[src/rtl/prd_pkg.sv]
// Package: shared state encoding and descriptor type for the table builder.
// Assumes 32-bit addresses and 32-bit descriptor words.
package prd_pkg;

    typedef enum logic [2:0] {
        ST_IN    = 3'd0,   // waiting for a segment
        ST_SPLIT = 3'd1,   // cutting the current segment into pieces
        ST_OUT_A = 3'd2,   // presenting the address word of the held entry
        ST_OUT_C = 3'd3,   // presenting the count word of the held entry
        ST_DRAIN = 3'd4,   // discarding segments after a failure
        ST_DONE  = 3'd5    // reporting the result for one cycle
    } prd_state_e;

    typedef struct packed {
        logic [31:0] addr;
        logic [31:0] cnt;
    } prd_desc_t;

    localparam int END_BIT   = 31;
    localparam int WIN_BITS  = 16;   // a descriptor stays inside a 2**16 byte window

endpackage

[src/rtl/prd_chunk_calc.sv]
// Module: prd_chunk_calc
// Works out the size of the next piece of a segment so that the piece ends
// at or before the next 64 KB boundary. In normal mode a full 64 KB piece is
// clamped to 32 KB; the following piece then starts on the 32 KB mark, which
// yields the two-halves split. Purely combinational.
module prd_chunk_calc #(
    parameter int LEN_W = 32
) (
    input  logic [15:0]      addr_lo,
    input  logic [LEN_W-1:0] rem_len,
    input  logic             alt_mode,
    output logic [16:0]      chunk
);
    localparam logic [16:0] WINDOW = 17'h10000;
    localparam logic [16:0] HALF   = 17'h08000;

    logic [16:0] room;
    logic        rem_small;
    logic [16:0] raw;

    // Bytes left before the next boundary.
    always_comb room = WINDOW - {1'b0, addr_lo};

    // Whether the segment ends before the boundary.
    always_comb rem_small = (rem_len < LEN_W'(room));

    // Piece size, halved when the normal count field cannot hold it.
    always_comb begin
        raw = rem_small ? rem_len[16:0] : room;
        if (!alt_mode && raw == WINDOW)
            chunk = HALF;
        else
            chunk = raw;
    end
endmodule

[src/rtl/prd_count_encode.sv]
// Module: prd_count_encode
// Builds the count word for a piece. Normal mode: byte count in bits 15:0.
// Alternate mode: (bytes/4 - 1) in the upper half. Bit 31 is left clear;
// the end marker is applied at output time. Assumes bytes is non-zero and,
// in alternate mode, a multiple of four.
module prd_count_encode (
    input  logic [16:0] bytes,
    input  logic        alt_mode,
    output logic [31:0] cnt_word
);
    logic [14:0] words_m1;

    // Word count minus one for the alternate encoding.
    always_comb words_m1 = bytes[16:2] - 15'd1;

    // Select the encoding.
    always_comb begin
        if (alt_mode)
            cnt_word = {1'b0, words_m1, 16'h0000};
        else
            cnt_word = {16'h0000, bytes[15:0]};
    end
endmodule

[src/rtl/prd_desc_hold.sv]
// Module: prd_desc_hold
// Two-deep holding store for descriptors. The held entry is released only
// once a later entry exists or the request has ended, so the end marker can
// be set on the right count word. Drives the word shown on the output.
module prd_desc_hold (
    input  logic                clk,
    input  logic                rst_n,
    input  logic                clear,
    input  logic                push,
    input  prd_pkg::prd_desc_t  new_desc,
    input  logic                shift,
    input  logic                sel_cnt,
    input  logic                mark_end,
    output logic                has_pend,
    output logic [31:0]         out_word
);
    import prd_pkg::*;

    prd_desc_t pend_q;
    prd_desc_t next_q;

    // Holds the oldest unreleased entry and the one that follows it.
    always_ff @(posedge clk) begin
        if (!rst_n || clear) begin
            has_pend <= 1'b0;
            pend_q   <= '0;
            next_q   <= '0;
        end else if (push) begin
            if (has_pend) begin
                next_q <= new_desc;
            end else begin
                pend_q   <= new_desc;
                has_pend <= 1'b1;
            end
        end else if (shift) begin
            pend_q <= next_q;
        end
    end

    // Output word: address, or count with the end marker when asked.
    always_comb begin
        if (sel_cnt) begin
            out_word          = pend_q.cnt;
            out_word[END_BIT] = mark_end;
        end else begin
            out_word = pend_q.addr;
        end
    end
endmodule

[src/rtl/prd_table_gen.sv]
// Module: prd_table_gen (top)
// Accepts scatter-gather segments, cuts them into boundary-safe pieces,
// encodes each piece as an address word and a count word, marks the last
// count word, enforces MAX_ENTRIES and reports the result with a done pulse.
// Assumes alt_mode is stable for the whole request.
module prd_table_gen #(
    parameter int MAX_ENTRIES = 256,
    parameter int LEN_W       = 32,
    parameter int CNT_W       = $clog2(MAX_ENTRIES + 1)
) (
    input  logic             clk,
    input  logic             rst_n,
    input  logic             alt_mode,
    input  logic             seg_valid,
    output logic             seg_ready,
    input  logic [31:0]      seg_addr,
    input  logic [LEN_W-1:0] seg_len,
    input  logic             seg_last,
    output logic             desc_valid,
    input  logic             desc_ready,
    output logic [31:0]      desc_word,
    output logic             done,
    output logic             fail,
    output logic [CNT_W-1:0] entry_count
);
    import prd_pkg::*;

    localparam logic [CNT_W-1:0] MAX_CNT = CNT_W'(MAX_ENTRIES);

    prd_state_e       state_q, state_d;
    logic [31:0]      addr_q;
    logic [LEN_W-1:0] rem_q;
    logic             last_q;
    logic             alt_q;
    logic             fin_q;
    logic             fail_q;
    logic [CNT_W-1:0] cnt_q;

    logic [16:0]      chunk;
    logic [31:0]      cnt_word;
    prd_desc_t        new_desc;
    logic             has_pend;
    logic             seg_take;
    logic             out_take;
    logic             rem_zero;
    logic             at_limit;
    logic             do_push;
    logic             do_shift;
    logic             do_clear;

    prd_chunk_calc #(.LEN_W(LEN_W)) u_chunk (
        .addr_lo  (addr_q[WIN_BITS-1:0]),
        .rem_len  (rem_q),
        .alt_mode (alt_q),
        .chunk    (chunk)
    );

    prd_count_encode u_enc (
        .bytes    (chunk),
        .alt_mode (alt_q),
        .cnt_word (cnt_word)
    );

    // Descriptor built from the current piece.
    always_comb begin
        new_desc.addr = addr_q;
        new_desc.cnt  = cnt_word;
    end

    prd_desc_hold u_hold (
        .clk      (clk),
        .rst_n    (rst_n),
        .clear    (do_clear),
        .push     (do_push),
        .new_desc (new_desc),
        .shift    (do_shift),
        .sel_cnt  (state_q == ST_OUT_C),
        .mark_end (fin_q),
        .has_pend (has_pend),
        .out_word (desc_word)
    );

    // Handshake and condition decode.
    always_comb begin
        seg_ready  = (state_q == ST_IN) || (state_q == ST_DRAIN);
        desc_valid = (state_q == ST_OUT_A) || (state_q == ST_OUT_C);
        seg_take   = seg_ready && seg_valid;
        out_take   = desc_valid && desc_ready;
        rem_zero   = (rem_q == '0);
        at_limit   = (cnt_q == MAX_CNT);
        do_push    = (state_q == ST_SPLIT) && !rem_zero && !at_limit;
        do_shift   = (state_q == ST_OUT_C) && out_take && !fin_q;
        do_clear   = (state_q == ST_DONE);
    end

    // Next-state decision.
    always_comb begin
        state_d = state_q;
        unique case (state_q)
            ST_IN:    if (seg_take) state_d = ST_SPLIT;
            ST_SPLIT: begin
                if (rem_zero) begin
                    if (!last_q)       state_d = ST_IN;
                    else if (has_pend) state_d = ST_OUT_A;
                    else               state_d = ST_DONE;
                end else if (at_limit) begin
                    state_d = last_q ? ST_DONE : ST_DRAIN;
                end else if (has_pend) begin
                    state_d = ST_OUT_A;
                end
            end
            ST_OUT_A: if (out_take) state_d = ST_OUT_C;
            ST_OUT_C: if (out_take) state_d = fin_q ? ST_DONE : ST_SPLIT;
            ST_DRAIN: if (seg_take && seg_last) state_d = ST_DONE;
            ST_DONE:  state_d = ST_IN;
            default:  state_d = ST_IN;
        endcase
    end

    // State register.
    always_ff @(posedge clk) begin
        if (!rst_n) state_q <= ST_IN;
        else        state_q <= state_d;
    end

    // Segment registers: load on accept, advance by one piece per push.
    always_ff @(posedge clk) begin
        if (!rst_n) begin
            addr_q <= '0;
            rem_q  <= '0;
            last_q <= 1'b0;
            alt_q  <= 1'b0;
        end else if (state_q == ST_IN && seg_take) begin
            addr_q <= seg_addr;
            rem_q  <= seg_len;
            last_q <= seg_last;
            alt_q  <= alt_mode;
        end else if (do_push) begin
            addr_q <= addr_q + {15'd0, chunk};
            rem_q  <= rem_q - LEN_W'(chunk);
        end
    end

    // Entry counter, cleared after each report.
    always_ff @(posedge clk) begin
        if (!rst_n || do_clear) cnt_q <= '0;
        else if (do_push)       cnt_q <= cnt_q + 1'b1;
    end

    // Result flags: end-of-table and failure.
    always_ff @(posedge clk) begin
        if (!rst_n || do_clear) begin
            fin_q  <= 1'b0;
            fail_q <= 1'b0;
        end else if (state_q == ST_SPLIT) begin
            if (rem_zero && last_q && has_pend)  fin_q  <= 1'b1;
            if (rem_zero && last_q && !has_pend) fail_q <= 1'b1;
            if (!rem_zero && at_limit)           fail_q <= 1'b1;
        end
    end

    // Result outputs, meaningful in the done cycle.
    always_comb begin
        done        = (state_q == ST_DONE);
        fail        = done && fail_q;
        entry_count = (done && !fail_q) ? cnt_q : '0;
    end
endmodule

[config.mk]
export PLATFORM = sky130hd
export DESIGN_NAME = prd_table_gen
export DESIGN_NICKNAME = d
export VERILOG_FILES = /design/src/rtl/prd_pkg.sv /design/src/rtl/prd_chunk_calc.sv /design/src/rtl/prd_count_encode.sv /design/src/rtl/prd_desc_hold.sv /design/src/rtl/prd_table_gen.sv
export SDC_FILE = /design/constraint.sdc
export NUM_CORES = 1
export LEC_CHECK = 0
export ABC_AREA = 1
export BUFFER_PORTS_ARGS = -buffer_cell sky130_fd_sc_hd__buf_4
export CELL_PAD_IN_SITES_DETAIL_PLACEMENT = 1
export CELL_PAD_IN_SITES_GLOBAL_PLACEMENT = 2
export CORE_MARGIN = 2
export CORE_UTILIZATION = 33
export CTS_CLUSTER_SIZE = 10
export DETAILED_ROUTE_END_ITERATION = 8
export PLACE_DENSITY = 0.79
export SLEW_MARGIN = 20
export SYNTH_ARGS = -nofsm -noshare
export SYNTH_HDL_FRONTEND = slang
export SYNTH_SLANG_ARGS = --single-unit
[constraint.sdc]
create_clock -name clk -period 6 [get_ports clk]
set_clock_uncertainty 0.05 [all_clocks]
set_input_delay 0.6 -clock clk [delete_from_list [all_inputs] [get_ports clk]]
set_output_delay 0.6 -clock clk [all_outputs]
set_load 0.01 [all_outputs]
Word level (Yosys, flattened, before mapping)
Index checks and enable logic that the tools add are counted.
- order comparisons: 1
- mux-type cells: 26
- reductions and logical operators: 35
- add/subtract/negate cells: 5
- equal/unequal tests: 13
- operators by type and width (operator ; number):
    $mux 64 ; 3
    $mux 32 ; 5
    $mux 17 ; 2
    $add 32x17->32 ; 1
    $logic_not 32->1 ; 1
    $lt 32x17->1 ; 1
    $sub 32x17->32 ; 1
    $mux 31 ; 1
    $mux 3 ; 10
    $eq 17x17->1 const B ; 1
    $sub 17x16->17 const A ; 1
    $logic_and 1x1->1 ; 15
    $pmux 3 s5 ; 1
    $sub 15x1->15 const B ; 1
    $add 9x1->9 const B ; 1
    $eq 9x9->1 const B ; 1
    $mux 9 ; 1
    $ne 2x2->1 const B ; 4
    $reduce_and 2->1 ; 4
    $logic_not 1->1 ; 7
    $eq 3x2->1 const B ; 2
    $eq 3x3->1 const B ; 2
    $reduce_bool 2->1 ; 3
    $reduce_and 5->1 ; 1
    other kinds (6) ; 10
- input port bits: 70
- register bits after elaboration: 208

Depth between registers and ports, before layout
- depth in word-level cells: 10
- gate-level depth with buffers: 40
- gate-level depth less buffers: 39

Hierarchy
Synthesis repeated with hierarchy kept, for this count alone.
- cells, all modules: 2532
- area total of the unflattened synthesis: 14833.0 um^2
- by module, submodules not included (module ; instances ; area each (um^2) ; seq. area each (um^2) ; cells an instance):
    prd_table_gen ; 1 ; 7056.8 ; 1601.5 ; 1244
    prd_desc_hold ; 1 ; 6070.8 ; 2542.4 ; 959
    prd_chunk_calc ; 1 ; 1156.1 ; 0.0 ; 214
    prd_count_encode ; 1 ; 549.3 ; 0.0 ; 115

Worst setup path after synthesis
No wires, ideal clock.
- kind: reg2reg
- start point: register addr_q[1]
- end point: register rem_q[28]
- arrival time: 4845 ps
- required time: 5818 ps
- cell stages (with the launch flop): 39
- setup time: 132 ps
- slack: 973 ps
- cells stage by stage: dfxtp_1 inv_1 ha_1 nand2_1 nor2_1 nand2_1 nor2_2 nand3_1 nor2_2 nand3_1 nand2_1 inv_1 ha_1 nand3_1 nor3_1 nand2_1 nand2_1 nand2_2 [3 not listed] nand2_1 ha_1 inv_1 fa_1 nand3_1 nand2_1 a21oi_1 o21ai_0 a21boi_0 o21ai_0 a21boi_0 o21ai_0 nor2_1 inv_1 o21ai_0 nand3_1 nand2_1 a21oi_1
- cells in the longest elaborated chain, start to end: 9
- RTL lines (element ; RTL line ; text):
    start: declaration ; prd_table_gen.sv:31 ; logic [31:0] addr_q;
    start signal: assignment ; prd_table_gen.sv:134 ; addr_q <= seg_addr;
    start signal: assignment ; prd_table_gen.sv:139 ; addr_q <= addr_q + {15'd0, chunk};
    $sub 17x16->17 * ; prd_chunk_calc.sv:22 ; always_comb room = WINDOW - {1'b0, addr_lo};
    $lt 32x17->1 ; prd_chunk_calc.sv:25 ; always_comb rem_small = (rem_len < LEN_W'(room));
    $mux 17 * ; prd_chunk_calc.sv:29 ; raw = rem_small ? rem_len[16:0] : room;
    $eq 17x17->1 ; prd_chunk_calc.sv:30 ; if (!alt_mode && raw == WINDOW)
    $logic_and 1x1->1 ; prd_chunk_calc.sv:30 ;
    $mux 17 * ; prd_chunk_calc.sv:30 ;
    $sub 32x17->32 * ; prd_table_gen.sv:140 ; rem_q <= rem_q - LEN_W'(chunk);
    $mux 32 * ; prd_table_gen.sv:138 ; end else if (do_push) begin
    $mux 32 * ; prd_table_gen.sv:133 ; end else if (state_q == ST_IN && seg_take) begin
    end signal: assignment ; prd_table_gen.sv:135 ; rem_q <= seg_len;
    end signal: assignment ; prd_table_gen.sv:140 ;
    end: declaration ; prd_table_gen.sv:32 ; logic [LEN_W-1:0] rem_q;
Every way passes the cells marked *; elsewhere a longest branch is shown, timed or not. The select of a mux whose other input is x is not followed.
A chain may end at the register's enable or synchronous reset.

Worst setup path after layout
- start point: register addr_q[1]
- end point: register rem_q[23]
Same word-level chain as after synthesis.

==> metrics.yaml <==
synthesis:
  yosys_warnings: 0
  synth-main-ff-cell: "dfxtp_1"
  ys_seq_area_share_pct: 32.9
  syn_avg_cell_area_um2: 6.50
  syn_area_um2: 12600
  synth-async-reset-ratio_pct: 0
  synthCells: 1938
  synth_cell_types: 48
  synth_seq_cells: 207
  synth.net_count: 2064
  synth_edf_count: 0
routing:
  wirelength_um: 47100
  wl_per_cell_um: 18.6
  vias_per_cell: 5.21
  remaining_drc_errors: 0
  drt_iter0_drc: 551
  vias: 13200
  firstDrtPassIters: 4
  ant_nets: 0
clock_tree:
  clk_pin_slew_worst_paths_ps: 60
  cts_root_buffer: "clkbuf_16"
  insertion_delay_ps: 570
  cts-htree-levels: 1
  cts_buffer_depth: 3
  cts_sinks: 207
  cts_tree: "built"
  cts_buffers: 27
  cts.hold.buffers_added: 0
sta:
  setup_ws_ps: 491
  max_slew.worst_pin.slew_ps: 1080
  clock.fmax_ghz: 0.182
  slew_headroom_pct: 27.7
  drv_slew: 0
  rsz0062_at_grt: "no"
  finalCritPeriodShare_pct: 91.8
  min_period_ps: 5510
  hold_viol: 0
  setup_viol: 0
placed_design:
  preCtsSetupSlack_ps: -71.9
  numPortBuffers: 114
  dp_hpwl_um: 33500
  dpl_cell_area_um2: 13900
  gp_congestion: 0.900
setup_path:
  worst_ep_arrival_time_ps: 5880
  path_class: "reg -> reg"
  critPathCaptureType: "register"
  slowest_stage: "nor3_4"
  cp_max_fo: 11
  critPathLaunchType: "register"
  cpPeakStageDelay_ps: 490
  required_ps: 6370
  cpMostUsedCell: "nand2_1"
die:
  die-area_um2: 39800
  start_util_pct: 33.4
  die_x_um: 199
  die_h_um: 199
  pin_count: 115
  core_area_um2: 37700
  row_count: 71
global_routing:
  antenna_found_initial: 0
  grt_use_total_pct: 23.7
  grt_max_degree: 113
  first_global_vias: 13300
  grt_overflow: 0
  grt_pass1_wl_um: 74100
power_and_ir_drop:
  leakage_nw: 6.22
  powerDensity_nw_per_um2: 692
  total_power_mw: 10.3
  vdd_drop_max_mv: 0.270
finish:
  fill_cells: 4926
  antennaDiodeCount: 0
  area_growth_pct: 18.3
  num-nets-final: 2140
  fin_area_um2: 14900
  drive_above_1_share_pct: 12.9
run_status:
  status: "completed"
worst_hold_path:
  hold_class: "in -> reg"
job:
  maxCapViolCount: 0
[worst max-delay path: cells and delay by family, from the launching register on]
family	cells	cell delay, ps
fa+ha+maj	3	760
simple gates	16	2280
flops	1	360
compound gates	8	1310
buf+inv	5	590
[cells in the mapped netlist (4+ instances only)]
cell / number / share of area (%)
ha_1: 54 / 5.4
nand2_2: 13 / 0.65
o221ai_1: 10 / 0.70
nand4_1: 18 / 0.89
xor2_1: 25 / 1.7
nand2_1: 566 / 17
a21oi_1: 198 / 7.9
nand3_2: 4 / 0.32
clkbuf_1: 82 / 2.4
nor2_1: 169 / 5.0
nand3_1: 71 / 2.8
nor4_1: 10 / 0.50
o21ai_0: 158 / 6.3
nor2_2: 8 / 0.40
o211ai_1: 15 / 0.89
buf_1: 14 / 0.42
nand3b_1: 7 / 0.42
a21o_1: 6 / 0.36
dfxtp_1: 207 / 33
or2_2: 5 / 0.25
xnor2_1: 12 / 0.83
a31oi_1: 67 / 3.3
nor3_1: 22 / 0.87
a221oi_1: 5 / 0.35
inv_1: 140 / 4.2
inv_2: 8 / 0.24
o21a_1: 9 / 0.54
buf_2: 5 / 0.20
[cell families after synthesis]
kind of cell / share of synthesized area [%]
AOI/OAI and AO/OA: 21.4
xor gates and xnor gates: 2.57
adders and majority gates: 5.68
buffers and inverters: 7.83
DFF: 32.9
and+or+nand+nor: 29.6
[layout by cell type (no fill, tap or decap), types with 5 or more instances in the layout]
cell         n
o211ai_1    15
nand2_2     18
xnor2_1     12
inv_2       13
nand4_1     18
o221ai_1    10
nor4_1      10
o21a_1       9
or2_2        5
inv_1      136
o21ai_0    153
ha_1        52
nand3_2      6
nand2_1    560
a221oi_1     5
a21o_1       6
nor3_1      20
buf_4      151
dfxtp_1    207
a31oi_1     67
nor2_1     167
xor2_1      25
nor2_2       7
clkbuf_16   27
nand3b_1     7
nand3_1     69
a21oi_1    196
[stage by stage]
step | utilization (%) | TNS (ps) | cells | hold WS, ps
detailed placement | 37.0 | -91.5 | 2492 | 404
floorplan | - | 0 | 1938 | 391
global route | 39.6 | 0 | 2537 | 259
finish | 39.6 | 0 | 2537 | 248
CTS | 39.3 | 0 | 2533 | 232
global placement | 37.0 | 0 | 2492 | 398
[report_power, final]
part           switching, mW  leakage (nW)  internal (mW)
sequential             0.423          1.69           1.78
combinational           4.32          4.11           2.19
clock                  0.648         0.415          0.949
total                   5.39          6.22           4.92
[layout make-up]
cell class	instances	area, um2	area share (%)
Multi-Input combinational cell	1477	7560	50.8
Sequential cell	207	4140	27.8
Timing Repair Buffer	152	1150	7.71
Clock buffer	34	742	4.98
Tap cell	511	639	4.29
Inverter	149	559	3.75
Clock inverter	7	103	0.689
[final timing paths]
path	end	slack [ps]	from	depth (start not counted)
setup reg to reg	rem_q[23]	490	addr_q[1]	32
setup / recovery	rem_q[23]	490	addr_q[1]	32
hold reg to reg	u_hold.next_q[42]	410	u_hold.next_q[42]	2
hold / removal	rem_q[9]	250	seg_len[9]	3
[flip-flops by register name, summed over array words and instances (netlist names), 3 cells and up]
register,cells
addr_q,32
cnt_q,9
rem_q,32
state_q,3
u_hold.next_q,63
u_hold.pend_q,63
[metal layers]
layer | vias to the layer above | part of all wire [%] | global-route usage [%]
li1 | 6595 | - | -
met1 | 6354 | 50 | 33.6
met2 | 212 | 45 | 38.9
met3 | 52 | 3.2 | 2.26
met4 | 0 | 1.9 | 5.10
met5 | - | 0 | 0
[repair_timing]
item	CTS	global route
pin swaps	0	5
resized for setup	2	26
endpoints found under the setup margin	2	30
endpoints found under the hold margin	0	0
buffers inserted	0	4
No activity file was read; power rests on OpenSTA's default activity.
